--- src/rtl/mbus_pkg.sv ---
package mbus_pkg;

  // Bus cycle clock states
  typedef enum logic [2:0] {
    TS_IDLE = 3'd0,
    TS_T1   = 3'd1,
    TS_T2   = 3'd2,
    TS_T3   = 3'd3,
    TS_T4   = 3'd4
  } tstate_e;

  // Lane selection for one external cycle
  typedef struct packed {
    logic lo_en;      // low bank (lines 7..0) takes part
    logic hi_en;      // high bank (lines 15..8) takes part
    logic upper_src;  // single-byte cycle moves the core's high-order byte
  } lane_sel_t;

endpackage

--- src/rtl/mbus_phase_plan.sv ---
module mbus_phase_plan
  import mbus_pkg::*;
#(
  parameter int ADDR_W = 20
) (
  input  logic [ADDR_W-1:0] op_addr,
  input  logic              op_word,
  input  logic              phase,
  output logic [ADDR_W-1:0] ph_addr,
  output lane_sel_t         lanes,
  output logic              split
);

  // An odd-address word needs two byte cycles
  assign split   = op_word & op_addr[0];
  assign ph_addr = op_addr + {{(ADDR_W-1){1'b0}}, phase};

  always_comb begin
    if (op_word && !split) begin
      lanes.lo_en     = 1'b1;
      lanes.hi_en     = 1'b1;
      lanes.upper_src = 1'b0;
    end else begin
      lanes.lo_en     = ~ph_addr[0];
      lanes.hi_en     = ph_addr[0];
      lanes.upper_src = phase;
    end
  end

endmodule

--- src/rtl/mbus_tstate_seq.sv ---
module mbus_tstate_seq
  import mbus_pkg::*;
(
  input  logic    clk,
  input  logic    rst_n,
  input  logic    start,
  input  logic    ready,
  input  logic    split,
  output tstate_e state,
  output logic    phase,
  output logic    done,
  output logic    capture,
  output logic    strobe_on,
  output logic    busy
);

  tstate_e state_q, state_d;
  logic    phase_q, phase_d;

  // Next-state process
  always_comb begin
    state_d = state_q;
    phase_d = phase_q;
    unique case (state_q)
      TS_IDLE: if (start) begin
        state_d = TS_T1;
        phase_d = 1'b0;
      end
      TS_T1: state_d = TS_T2;
      TS_T2: state_d = TS_T3;
      TS_T3: if (ready) state_d = TS_T4;
      TS_T4: if (split && !phase_q) begin
        state_d = TS_T1;
        phase_d = 1'b1;
      end else begin
        state_d = TS_IDLE;
      end
      default: state_d = TS_IDLE;
    endcase
  end

  // Register process
  always_ff @(posedge clk or negedge rst_n) begin
    if (!rst_n) begin
      state_q <= TS_IDLE;
      phase_q <= 1'b0;
    end else begin
      state_q <= state_d;
      phase_q <= phase_d;
    end
  end

  assign state     = state_q;
  assign phase     = phase_q;
  assign busy      = (state_q != TS_IDLE);
  assign strobe_on = (state_q == TS_T2) || (state_q == TS_T3);
  assign capture   = (state_q == TS_T3) && ready;
  assign done      = (state_q == TS_T4) && (!split || phase_q);

  // T3 repeats while the target is not ready
  assert_wait_hold_R5: assert property (@(posedge clk) disable iff (!rst_n)
    (state_q == TS_T3 && !ready) |=> (state_q == TS_T3));

  // T1 lasts exactly one clock
  assert_t1_single_R2: assert property (@(posedge clk) disable iff (!rst_n)
    (state_q == TS_T1) |=> (state_q == TS_T2));

  // The first half of a split word is followed by a second cycle
  assert_split_second_R4: assert property (@(posedge clk) disable iff (!rst_n)
    (state_q == TS_T4 && split && !phase_q) |=> (state_q == TS_T1 && phase_q));

endmodule

--- src/rtl/mbus_lane_steer.sv ---
module mbus_lane_steer
  import mbus_pkg::*;
#(
  parameter int DATA_W = 16
) (
  input  logic              clk,
  input  logic              rst_n,
  input  logic              clear,
  input  logic              capture,
  input  lane_sel_t         lanes,
  input  logic [DATA_W-1:0] wdata,
  input  logic [DATA_W-1:0] ad_in,
  output logic [DATA_W-1:0] wbus,
  output logic [DATA_W-1:0] rdata
);

  localparam int BYTE_W = DATA_W / 2;
  localparam int LANES  = 2;

  logic              both;
  logic [BYTE_W-1:0] out_byte;
  logic [BYTE_W-1:0] in_byte;
  logic [DATA_W-1:0] rdata_q, rdata_d;

  assign both     = lanes.lo_en & lanes.hi_en;
  assign out_byte = lanes.upper_src ? wdata[DATA_W-1:BYTE_W] : wdata[BYTE_W-1:0];
  assign in_byte  = lanes.hi_en ? ad_in[DATA_W-1:BYTE_W] : ad_in[BYTE_W-1:0];

  // Write steering, one slice per bank
  for (genvar g = 0; g < LANES; g++) begin : g_lane
    logic lane_en;
    assign lane_en = (g == 0) ? lanes.lo_en : lanes.hi_en;
    always_comb begin
      if (!lane_en)  wbus[g*BYTE_W +: BYTE_W] = '0;
      else if (both) wbus[g*BYTE_W +: BYTE_W] = wdata[g*BYTE_W +: BYTE_W];
      else           wbus[g*BYTE_W +: BYTE_W] = out_byte;
    end
  end

  // Read merge: next-state
  always_comb begin
    rdata_d = rdata_q;
    if (clear) begin
      rdata_d = '0;
    end else if (capture) begin
      if (both)                 rdata_d = ad_in;
      else if (lanes.upper_src) rdata_d[DATA_W-1:BYTE_W] = in_byte;
      else                      rdata_d[BYTE_W-1:0] = in_byte;
    end
  end

  always_ff @(posedge clk or negedge rst_n) begin
    if (!rst_n) rdata_q <= '0;
    else        rdata_q <= rdata_d;
  end

  assign rdata = rdata_q;

  // Every data capture has a bank selected
  assert_lane_present_R3: assert property (@(posedge clk) disable iff (!rst_n)
    capture |-> (lanes.lo_en || lanes.hi_en));

endmodule

--- src/rtl/mbus_master.sv ---
module mbus_master
  import mbus_pkg::*;
#(
  parameter int ADDR_W = 20,
  parameter int DATA_W = 16
) (
  input  logic                     clk,
  input  logic                     rst_n,
  input  logic                     req_valid,
  input  logic                     req_write,
  input  logic                     req_word,
  input  logic [ADDR_W-1:0]        req_addr,
  input  logic [DATA_W-1:0]        req_wdata,
  output logic                     req_ready,
  output logic                     done,
  output logic [DATA_W-1:0]        rdata,
  output logic [DATA_W-1:0]        ad_out,
  output logic                     ad_oe,
  input  logic [DATA_W-1:0]        ad_in,
  output logic [ADDR_W-DATA_W-1:0] a_hi,
  output logic                     ale,
  output logic                     rd_n,
  output logic                     wr_n,
  output logic                     bhe_n,
  input  logic                     ready
);

  localparam int HI_W = ADDR_W - DATA_W;

  // Reset: asserted asynchronously, released on the clock
  logic [1:0] rst_pipe;
  logic       rst_s_n;

  always_ff @(posedge clk or negedge rst_n) begin
    if (!rst_n) rst_pipe <= '0;
    else        rst_pipe <= {rst_pipe[0], 1'b1};
  end
  assign rst_s_n = rst_pipe[1];

  tstate_e           state;
  logic              phase, busy, strobe_on, capture, split, accept;
  logic [ADDR_W-1:0] op_addr_q, ph_addr;
  logic [DATA_W-1:0] op_wdata_q, wbus;
  logic              op_word_q, op_write_q;
  lane_sel_t         lanes;

  assign accept = req_valid && !busy;

  // Request hold registers with explicit enable
  always_ff @(posedge clk or negedge rst_s_n) begin
    if (!rst_s_n) begin
      op_addr_q  <= '0;
      op_wdata_q <= '0;
      op_word_q  <= 1'b0;
      op_write_q <= 1'b0;
    end else if (accept) begin
      op_addr_q  <= req_addr;
      op_wdata_q <= req_wdata;
      op_word_q  <= req_word;
      op_write_q <= req_write;
    end
  end

  mbus_phase_plan #(.ADDR_W(ADDR_W)) u_plan (
    .op_addr (op_addr_q),
    .op_word (op_word_q),
    .phase   (phase),
    .ph_addr (ph_addr),
    .lanes   (lanes),
    .split   (split)
  );

  mbus_tstate_seq u_seq (
    .clk       (clk),
    .rst_n     (rst_s_n),
    .start     (accept),
    .ready     (ready),
    .split     (split),
    .state     (state),
    .phase     (phase),
    .done      (done),
    .capture   (capture),
    .strobe_on (strobe_on),
    .busy      (busy)
  );

  mbus_lane_steer #(.DATA_W(DATA_W)) u_steer (
    .clk     (clk),
    .rst_n   (rst_s_n),
    .clear   (accept),
    .capture (capture && !op_write_q),
    .lanes   (lanes),
    .wdata   (op_wdata_q),
    .ad_in   (ad_in),
    .wbus    (wbus),
    .rdata   (rdata)
  );

  // Pin drive
  assign req_ready = !busy;
  assign ale       = (state == TS_T1);
  assign ad_oe     = (state == TS_T1) || (busy && op_write_q);
  assign ad_out    = (state == TS_T1) ? ph_addr[DATA_W-1:0] :
                     (busy && op_write_q) ? wbus : '0;
  assign a_hi      = busy ? ph_addr[ADDR_W-1:DATA_W] : {HI_W{1'b0}};
  assign bhe_n     = busy ? ~lanes.hi_en : 1'b1;
  assign rd_n      = ~(strobe_on && !op_write_q);
  assign wr_n      = ~(strobe_on && op_write_q);

  assert_strobe_excl_R6: assert property (@(posedge clk) disable iff (!rst_s_n)
    !(!rd_n && !wr_n));

  assert_read_release_R6: assert property (@(posedge clk) disable iff (!rst_s_n)
    !rd_n |-> !ad_oe);

  assert_ale_single_R2: assert property (@(posedge clk) disable iff (!rst_s_n)
    ale |=> !ale);

  assert_done_pulse_R8: assert property (@(posedge clk) disable iff (!rst_s_n)
    done |=> !done);

  assert_t4_release_R9: assert property (@(posedge clk) disable iff (!rst_s_n)
    (state == TS_T4) |-> (rd_n && wr_n));

  assert_idle_quiet_R1: assert property (@(posedge clk) disable iff (!rst_s_n)
    req_ready |-> (!ale && rd_n && wr_n && bhe_n && !ad_oe && !done));

endmodule

--- config.mk ---
export PLATFORM = sky130hd
export DESIGN_NAME = mbus_master
export DESIGN_NICKNAME = d
export VERILOG_FILES = /design/src/rtl/mbus_pkg.sv /design/src/rtl/mbus_phase_plan.sv /design/src/rtl/mbus_tstate_seq.sv /design/src/rtl/mbus_lane_steer.sv /design/src/rtl/mbus_master.sv
export SDC_FILE = /design/constraint.sdc
export NUM_CORES = 1
export LEC_CHECK = 0
export BUFFER_PORTS_ARGS = -buffer_cell sky130_fd_sc_hd__buf_2
export CAP_MARGIN = 10
export CELL_PAD_IN_SITES_DETAIL_PLACEMENT = 2
export CELL_PAD_IN_SITES_GLOBAL_PLACEMENT = 2
export CORE_ASPECT_RATIO = 0.5
export CORE_MARGIN = 2
export CORE_UTILIZATION = 30
export CTS_BUF_LIST = sky130_fd_sc_hd__clkbuf_16
export CTS_CLUSTER_DIAMETER = 120
export DETAILED_ROUTE_END_ITERATION = 8
export GPL_ROUTABILITY_DRIVEN = 0
export PLACE_DENSITY = 0.81
export SYNTH_ARGS = -nofsm -noshare
export SYNTH_HDL_FRONTEND = slang
export SYNTH_HIERARCHICAL = 1
export SYNTH_SLANG_ARGS = --single-unit
--- constraint.sdc ---
create_clock -name clk -period 2.4 [get_ports clk]
set_input_delay 0.24 -clock clk [delete_from_list [all_inputs] [get_ports clk]]
set_output_delay 0.24 -clock clk [all_outputs]
set_load 0.02 [all_outputs]
Yosys cells after proc, flatten, opt, wreduce, memory -nomap -nowiden
Cells that the tools add are included.

storage, ports and cells
  flip-flop bits (word level) = 60
  input bits = 58
  word-level logic and storage cells = 72
  output and inout port bits = 43

operators by class
  reduce and logical (&&, ||, !) cells = 25
  muxes and demuxes = 23
  eq/ne operators = 8
  bitwise operators = 6
  $add $sub $neg = 1

operators by type and width
  kind                number
  $mux 16             5
  $mux 8              8
  $add 20x1->20       1
  $pmux 3 s5          1
  $logic_and 1x1->1   9
  $mux 3              3
  $eq 3x2->1 const B  2
  $reduce_and 2->1    3
  $reduce_bool 3->1   2
  $logic_not 1->1     4
  $mux 1              4
  $mux 4              1
  $ne 2x2->1 const B  2
  $not 1->1           4
  $reduce_bool 2->1   2
  $eq 3x1->1 const B  1
  $eq 3x3->1 const B  1
  $logic_not 3->1     1
  $logic_or 1x1->1    3
  $ne 3x3->1 const B  1
  $reduce_and 3->1    1
  $and 1x1->1         2
  $ne 2x1->1 const B  1
  $pmux 1 s2          1

Logic depth before layout (Yosys ltp)
Gate-level depths: netlist of run 1.

  word-level depth = 9
  gate-level depth with buffers = 9
  mapped depth without buffers = 7

Modules after synthesis
The synthesis of run 1 kept the hierarchy.

by module, submodules not included
  module           cells each  area each (um^2)  times used  sequential area each (um^2)
  mbus_master      135         1886.8            1           1001.0
  mbus_lane_steer  115         1166.1            1           400.4
  mbus_phase_plan  56          405.4             1           0.0
  mbus_tstate_seq  22          202.7             1           100.1

Worst setup path before layout of run 1
Ideal clock, no wire load.

  path type = register to output
  from = register u_seq.phase_q (netlist: u_seq/phase)
  to = output port ad_out[0]
  path slack = 0.136 ns
  required time = 2.160 ns
  arrival = 2.024 ns
  path buffers = 2
  cell stages (with the launch flop) = 10
  path through = dfrtp_1 -> ha_1 -> nand2b_1 -> buf_4 -> nor2b_1 -> buf_4 -> mux2i_1 -> nor2b_1 -> and3_1 -> mux2_2

RTL lines
  item                    RTL line               RTL
  start, declared         mbus_tstate_seq.sv:18  logic phase_q, phase_d;
  start signal, assigned  mbus_tstate_seq.sv:49  phase_q <= phase_d;
  end, declared           mbus_master.sv:17      output logic [DATA_W-1:0] ad_out,

==> run summary, run 1 <==
## STA
* Min Hold Slack: 0.139 ns
* transition time of the tightest slew-check pin: 0.601 ns
* timing-limited maximum frequency: 388 MHz
* RSZ-0062 raised after global routing: yes
* worst rel slew slack: 0.599
* count of endpoints failing hold in the final timing report: 0
* final setup slack of the worst path: -0.176 ns
* setup TNS: -1.70 ns
* part of the cycle the worst path needs: 1.07
* Final min period: 2.58 ns
* Worst Skew: 0.00725 ns
* number of setup violations in the final report: 18
* Max Transition Viols Final: 0

## Clock tree
* root buffer cell: sky130_fd_sc_hd__clkbuf_16
* CTS Buffer Depth: 2
* clock insertion delay at the later pin of the skew report: 0.33 ns
* clock edge transition at the registers on the reported setup and hold paths: 0.05 ns
* CTS H-tree depth: 3
* number of sinks handled by clock tree synthesis: 60
* TritonCTS clock tree: done
* number of buffers created by CTS: 9

## Synth
* most frequent cells after synthesis: 60 x sky130_fd_sc_hd__dfrtp_1, 45 x sky130_fd_sc_hd__mux2_2, 24 x sky130_fd_sc_hd__mux2i_1
* post-synthesis adder-cell area fraction: 0.0103
* share of synthesized area occupied by flip-flops and latches: 0.410
* biggest area consumer among synthesized cells: sky130_fd_sc_hd__dfrtp_1
* count of different cell masters after synthesis: 45
* YS warnings: 6
* multiplexer share of the synthesized area: 0.240
* top cells by area, synth: sky130_fd_sc_hd__dfrtp_1 41%, sky130_fd_sc_hd__mux2_2 14%, sky130_fd_sc_hd__mux2i_1 6.6%
* combinational family with the most area after synthesis: multiplexers
* mapped cell area: 3660 um^2
* Post-synth top flop: sky130_fd_sc_hd__dfrtp_1
* EDFF count, synth: 0
* post-synthesis share of cell area spent on and, or, nand and nor gates: 0.149
* share of Yosys cell area claimed by the top area cell type: 0.410
* post-synthesis share of cell area spent on xor and xnor gates: 0.0431
* complex-gate fraction of the synthesized area: 0.103
* average footprint of a synthesized cell: 11.2 um^2
* most common cell in the synthesized netlist: sky130_fd_sc_hd__dfrtp_1
* ys async rst share: 1.00
* post-synthesis sequential element count: 60
* Post-Syn Instances: 328
* Synthesized Nets: 389

## Place
* Detailed Place HPWL: 8260 um
* placed standard-cell area: 4360 um^2
* Post-Place Worst Slack: 0.0204 ns
* Port-buffer cells: 100

## Route
* vias: 3,021
* final routed wire length divided by cell count: 19.4 um
* detailed-router iteration count before antenna repair: 4
* vias per std cell: 4.94
* DRC violation total after the first TritonRoute iteration: 87
* total length of routed wires: 11,900 um
* DRC violation count after routing: 0
* DRT antenna net count: 0

## Power
* worst supply voltage drop on vdd: 0.000537 V
* LEAKAGE: 2.35 nW
* relative contribution of combinational cells to total power: 0.579
* pwr/cell area: 1690 nW/um^2
* sequential share of power: 0.246
* clock share of power: 0.174
* Sw Ratio: 0.422
* post-layout total power: 8.37 mW
* switching power total: 3.53 mW
* Internal Dissipation: 4.84 mW

## Floorplanning
* Initial Utilization: 0.309
* Top Ports: 101
* die width: 160 um
* die outline height: 82.1 um
* full die area: 13,200 um^2
* Core Footprint: 11,800 um^2
* FP Rows: 28

## Finish
* Fill cells: 1,284
* number of nets in the layout: 503
* Layout area overhead: 35.3%
* share of layout cells above drive strength 1: 0.501
* Antenna diodes: 0
* post-route design area: 4950 um^2

## Setup path
* arrival time of data at the critical path endpoint: 2.34 ns
* critical path data required time: 2.16 ns
* highest fanout seen on the critical path: 8
* critical path capture point type: output pin
* startpoint-to-endpoint class of the critical path: flop to output pin
* Critical Path Source Type: flop

## Status
* violations in the final reports: negative setup slack
* status: finished, violations left

## GRT
* initial antenna violation count: 0
* maximum number of pins on one net before global-route repair: 32
* global-route wire length before repair: 18,600 um
* total global routing overflow: 0
* overall routing resource usage: 0.186
* vias in the first global route: 3,407

## Run
* Maximum Capacitance Violations: 0

## Worst hold path
* worst hold path class: input pin to flop

[stage by stage]
stage,util,std cells
after detailed placement,0.368,586
after CTS,0.413,611
final,0.418,612
after floorplan,-,328
after global routing,0.418,612
after global placement,0.368,586
[registers in the layout, summed over array words and instances (netlist names)]
signal / flops
op_write_q: 1
u_steer/rdata: 16
op_addr_q: 20
u_seq/state: 3
u_seq/phase: 1
op_wdata_q: 16
rst_pipe: 2
op_word_q: 1
[cell families after synthesis]
group / Yosys count
XOR/XNOR: 18
buffers and inverters: 26
other: 1
AO/OA/AOI/OAI: 48
adder cells (fa/ha/maj): 3
AND/OR/NAND/NOR: 94
flip-flops: 60
multiplexers: 78
[power groups by stage]
stage | logic (mW) | registers, mW | clock network [mW]
2_1_floorplan | 3.00 | 1.99 | 0
3_3_place_gp | 4.08 | 2.00 | 0
3_5_place_dp | 4.23 | 2.02 | 0
4_1_cts | 4.68 | 2.04 | 1.50
5_1_grt | 5.21 | 2.14 | 1.53
6_report | 4.85 | 2.06 | 1.46
[worst max-delay path, cell delays in order (launching register included)]
cell,delay (ns)
sky130_fd_sc_hd__dfrtp_1,0.42
sky130_fd_sc_hd__ha_4,0.26
sky130_fd_sc_hd__nand2b_4,0.15
sky130_fd_sc_hd__nor2b_4,0.12
sky130_fd_sc_hd__buf_8,0.16
sky130_fd_sc_hd__mux2i_2,0.23
sky130_fd_sc_hd__nor2b_1,0.08
sky130_fd_sc_hd__and3_4,0.18
sky130_fd_sc_hd__mux2_4,0.27
sky130_fd_sc_hd__buf_6,0.13
[layout make-up]
type                    instances  area (um^2)  share of cell area
flip-flops and latches         60         1500               0.304
repair buffers                125          783               0.158
well taps                     165          206              0.0417
multi-input cells             242         2110               0.427
clock buffers                   9          225              0.0455
inverters                       4         15.0             0.00303
clock inverters                 7          106              0.0215
[placed cells by master (no fill, tap or decap), types with 4 or more instances in the layout]
cell type,n
sky130_fd_sc_hd__buf_2,89
sky130_fd_sc_hd__o21ai_1,7
sky130_fd_sc_hd__nand4_1,4
sky130_fd_sc_hd__nand2_1,21
sky130_fd_sc_hd__mux2_4,15
sky130_fd_sc_hd__buf_6,12
sky130_fd_sc_hd__dfrtp_1,58
sky130_fd_sc_hd__clkbuf_16,9
sky130_fd_sc_hd__and3_1,20
sky130_fd_sc_hd__inv_1,5
sky130_fd_sc_hd__and2_1,6
sky130_fd_sc_hd__nand3_1,7
sky130_fd_sc_hd__a211oi_2,8
sky130_fd_sc_hd__xnor2_1,14
sky130_fd_sc_hd__mux2_2,38
sky130_fd_sc_hd__nor2b_1,11
sky130_fd_sc_hd__buf_4,21
sky130_fd_sc_hd__o2bb2ai_1,8
sky130_fd_sc_hd__mux2i_1,23
sky130_fd_sc_hd__nand3_2,4
sky130_fd_sc_hd__a21boi_1,5
sky130_fd_sc_hd__xor2_1,4
sky130_fd_sc_hd__a21oi_1,9
[final timing paths]
kind                                                  from                      endpoint  slack, ns  cells after the start
worst max-delay path               u_seq/phase$_DFFE_PN0P_                     ad_out[0]      -0.18                      9
worst min-delay path                         req_wdata[11]    op_wdata_q[11]$_DFFE_PN0P_       0.14                      2
worst max register to register  u_seq/state[0]$_DFFE_PN0P_  u_steer/rdata[7]$_DFFE_PN0P_       0.22                      6
worst min register to register       rst_pipe[1]$_DFF_PN0_  u_steer/rdata[8]$_DFFE_PN0P_       0.20                      0
max in group asynchronous            rst_pipe[1]$_DFF_PN0_      op_addr_q[0]$_DFFE_PN0P_       1.50                      1
min in group asynchronous            rst_pipe[1]$_DFF_PN0_  u_steer/rdata[8]$_DFFE_PN0P_       0.20                      0
[what timing repair did]
item                                   in CTS  in global routing
setup endpoints to repair                  17                 19
setup buffers                               8                  1
pin swaps                                   9                  5
endpoints found under the hold margin       2                  0
hold buffers                                1                  0
gates resized for setup                    45                 19
cloned                                      0                  0
[routing by layer]
metal / global-route usage / vias up / part of all wire
met2: 0.330 / 73 / 0.48
met3: 0.0519 / 11 / 0.049
met5: 0 / - / 0
met1: 0.226 / 1545 / 0.45
met4: 0.0532 / 0 / 0.011
li1: - / 1392 / -
Power figures use the tool's default switching activity.
==> run 2, diff against run 1 <==
--- a/config.mk
+++ b/config.mk
@@ -5,18 +5,19 @@
 export SDC_FILE = /design/constraint.sdc
 export NUM_CORES = 1
 export LEC_CHECK = 0
+export ABC_AREA = 1
 export BUFFER_PORTS_ARGS = -buffer_cell sky130_fd_sc_hd__buf_2
 export CAP_MARGIN = 10
 export CELL_PAD_IN_SITES_DETAIL_PLACEMENT = 2
 export CELL_PAD_IN_SITES_GLOBAL_PLACEMENT = 2
 export CORE_ASPECT_RATIO = 0.5
 export CORE_MARGIN = 2
-export CORE_UTILIZATION = 30
+export CORE_UTILIZATION = 29
 export CTS_BUF_LIST = sky130_fd_sc_hd__clkbuf_16
 export CTS_CLUSTER_DIAMETER = 120
 export DETAILED_ROUTE_END_ITERATION = 8
 export GPL_ROUTABILITY_DRIVEN = 0
-export PLACE_DENSITY = 0.81
+export PLACE_DENSITY = 0.88
 export SYNTH_ARGS = -nofsm -noshare
 export SYNTH_HDL_FRONTEND = slang
 export SYNTH_HIERARCHICAL = 1
==> run summary, run 2 <==
## Status
* status: finished, violations left
* violations in the final reports: negative setup slack

## Setup path
* Max stage delay on crit path: 0.44 ns
* number of buffers and inverters on the critical path: 4
* CP max stage cell: sky130_fd_sc_hd__dfrtp_2
* arrival time of data at the critical path endpoint: 2.47 ns
* critical path capture point type: output pin
* cells along the critical path: ha_4, inv_4, nand2_4, nand2_4, inv_8, nor2_4, o21ai_4, a21oi_2, inv_2, nor2_1, nand2_1, nand2_1, buf_6
* highest fanout seen on the critical path: 24
* kind of cell with the highest combined delay on the critical path: simple AND/OR/NAND/NOR gates
* startpoint-to-endpoint class of the critical path: flop to output pin
* critical path data required time: 2.16 ns
* Critical Path Source Type: flop

## Route
* vias: 4,763
* final routed wire length divided by cell count: 22.5 um
* DRC violation total after the first TritonRoute iteration: 309
* detailed-router iteration count before antenna repair: 5
* DRC violation count after routing: 0
* total length of routed wires: 20,900 um
* vias per std cell: 5.13
* DRT antenna net count: 0

## Place
* placed standard-cell area: 4740 um^2
* Detailed Place HPWL: 11,300 um
* placed cell count: 894
* Port-buffer cells: 100

## STA
* transition time of the tightest slew-check pin: 0.630 ns
* final setup slack of the worst path: -0.312 ns
* number of setup violations in the final report: 18
* Final min period: 2.71 ns
* worst rel slew slack: 0.580
* timing-limited maximum frequency: 369 MHz
* count of endpoints failing hold in the final timing report: 0
* part of the cycle the worst path needs: 1.13
* RSZ-0062 raised after global routing: yes
* Max Transition Viols Final: 0
* setup TNS: -3.33 ns
* Worst Skew: 0.00443 ns

## Floorplanning
* full die area: 15,100 um^2
* Initial Utilization: 0.299
* Core Footprint: 13,700 um^2
* FP Rows: 30
* die width: 172 um
* die outline height: 87.9 um
* Top Ports: 101

## Finish
* most frequent standard cell in the layout excluding fill and tap cells: sky130_fd_sc_hd__nand2_1
* non-filler cells, final: 929
* register bank with the most flops: op_addr_q
* number of flip-flops under the largest register name: 20
* Fill cells: 1,649
* share of layout cells above drive strength 1: 0.349
* number of nets in the layout: 793
* Layout area overhead: 39.5%
* post-route design area: 5690 um^2
* Core Util, Final: 0.417
* most used cells in the layout excluding fill and tap cells: 255 x sky130_fd_sc_hd__nand2_1, 83 x sky130_fd_sc_hd__buf_2, 60 x sky130_fd_sc_hd__inv_1, 58 x sky130_fd_sc_hd__dfrtp_1, 36 x sky130_fd_sc_hd__nor2_1
* Antenna diodes: 0

## GRT
* vias in the first global route: 5,171
* maximum number of pins on one net before global-route repair: 39
* global-route wire length before repair: 29,500 um
* initial antenna violation count: 0
* total global routing overflow: 0
* overall routing resource usage: 0.264

## Worst hold path
* worst hold path class: input pin to flop

## Synth
* share of synthesized area occupied by flip-flops and latches: 0.368
* Post-synth top flop: sky130_fd_sc_hd__dfrtp_1
* Post-Syn Instances: 612
* most common cell in the synthesized netlist: sky130_fd_sc_hd__nand2_1
* mapped cell area: 4080 um^2
* EDFF count, synth: 0
* ys async rst share: 1.00
* YS warnings: 6
* post-synthesis sequential element count: 60
* Synthesized Nets: 673
* average footprint of a synthesized cell: 6.67 um^2
* most frequent cells after synthesis: 272 x sky130_fd_sc_hd__nand2_1, 65 x sky130_fd_sc_hd__inv_1, 60 x sky130_fd_sc_hd__dfrtp_1
* top cells by area, synth: sky130_fd_sc_hd__dfrtp_1 37%, sky130_fd_sc_hd__nand2_1 25%, sky130_fd_sc_hd__inv_1 6.0%
* biggest area consumer among synthesized cells: sky130_fd_sc_hd__dfrtp_1
* count of different cell masters after synthesis: 34
* share of Yosys cell area claimed by the top area cell type: 0.368

## Clock tree
* root buffer cell: sky130_fd_sc_hd__clkbuf_16
* CTS H-tree depth: 3
* clock edge transition at the registers on the reported setup and hold paths: 0.06 ns
* clock insertion delay at the later pin of the skew report: 0.36 ns
* CTS Buffer Depth: 2
* number of sinks handled by clock tree synthesis: 60
* number of buffers created by CTS: 9
* TritonCTS clock tree: done

## Power
* sequential share of power: 0.203
* Sw Ratio: 0.535
* post-layout total power: 10.3 mW
* pwr/cell area: 1820 nW/um^2
* LEAKAGE: 3.01 nW
* relative contribution of combinational cells to total power: 0.642
* switching power total: 5.54 mW
* clock share of power: 0.155
* Internal Dissipation: 4.81 mW
* worst supply voltage drop on vdd: 0.000538 V

## Run
* Maximum Capacitance Violations: 0

## run 2: changes by cell type after synthesis, moves of 13 or more
| cell | delta |
|---|---|
| sky130_fd_sc_hd__nand4_1 | +15 |
| sky130_fd_sc_hd__nor2_1 | +44 |
| sky130_fd_sc_hd__nand2_2 | +14 |
| sky130_fd_sc_hd__inv_1 | +61 |
| sky130_fd_sc_hd__mux2_2 | -45 |
| sky130_fd_sc_hd__and3_1 | -22 |
| sky130_fd_sc_hd__mux2i_1 | -24 |
| sky130_fd_sc_hd__nand2_1 | +251 |
| sky130_fd_sc_hd__nand3_1 | +18 |
| sky130_fd_sc_hd__nor2b_1 | -13 |
## run 2: final timing paths
kind                                            startpoint                             to  slack, ns  cells past startpoint
worst max-delay path              op_addr_q[0]$_DFFE_PN0P_                      ad_out[0]      -0.31                     13
worst min register to register       rst_pipe[1]$_DFF_PN0_     op_wdata_q[11]$_DFFE_PN0P_       0.29                      0
worst min-delay path                          req_addr[15]      op_addr_q[15]$_DFFE_PN0P_       0.08                      3
min in group asynchronous                            rst_n          rst_pipe[1]$_DFF_PN0_       0.21                      2
max in group asynchronous            rst_pipe[1]$_DFF_PN0_  u_steer/rdata[11]$_DFFE_PN0P_       1.49                      1
worst max register to register  u_seq/state[2]$_DFFE_PN0P_   u_steer/rdata[9]$_DFFE_PN0P_       0.15                     10
## run 2: timing repair
item                       CTS  global route
hold endpoints to repair     2             0
hold buffers                 1             0
pin swaps                   29            20
setup buffers               12             5
setup endpoints to repair   18            18
gates cloned                 1             0
gates resized for setup     96            37
## run 2: logic make-up after synthesis
family	synth area share
flops	0.368
xor+xnor	0.0236
compound gates	0.0509
buf+inv	0.116
fa+ha+maj	0.00920
simple gates	0.431
other cells	0.000919
## run 2: worst register-to-register path, stage by stage (launching register included)
cell and delay (ns):
sky130_fd_sc_hd__dfrtp_1 0.56, sky130_fd_sc_hd__inv_2 0.12, sky130_fd_sc_hd__nand2_1 0.35, sky130_fd_sc_hd__inv_4 0.07, sky130_fd_sc_hd__nand2_4 0.11, sky130_fd_sc_hd__inv_2 0.08
sky130_fd_sc_hd__inv_2 0.20, sky130_fd_sc_hd__nand3_1 0.14, sky130_fd_sc_hd__nand2_2 0.31, sky130_fd_sc_hd__nand2_1 0.12, sky130_fd_sc_hd__o21ai_1 0.11
## run 2: layout make-up
| class | instances | area [um^2] | share of cell area |
|---|---|---|---|
| Clock inverter | 7 | 124 | 0.0218 |
| Clock buffer | 9 | 225 | 0.0396 |
| Multi-Input combinational cell | 455 | 2390 | 0.420 |
| Sequential cell | 60 | 1500 | 0.264 |
| Timing Repair Buffer | 132 | 910 | 0.160 |
| Tap cell | 192 | 240 | 0.0422 |
| Inverter | 74 | 298 | 0.0523 |
## run 2: power groups by stage
stage	Combinational [mW]	Clock (mW)	Sequential, mW
final	6.64	1.60	2.10
after global routing	7.07	1.65	2.15
after CTS	5.66	1.57	2.04
after detailed placement	4.65	0	2.00
after global placement	4.42	0	1.96
after floorplan	3.29	0	1.98
## run 2: per-layer routing
layer / GRT usage / wire (um) / vias up
li1: - / - / 2106
met2: 0.457 / 10400 / 182
met1: 0.311 / 8600 / 2401
met5: 0 / 0 / -
met4: 0.150 / 922 / 0
met3: 0.0524 / 941 / 74
## run 2: through the flow
| stage | worst slack, ns | hold slack [ns] |
|---|---|---|
| after detailed placement | -0.0129 | 0.0314 |
| after global placement | 0.158 | 0.0239 |
| after floorplan | 0.306 | -0.0556 |
| after CTS | -0.0645 | 0.0876 |
| final | -0.312 | 0.0799 |
| after global routing | -0.331 | 0.102 |
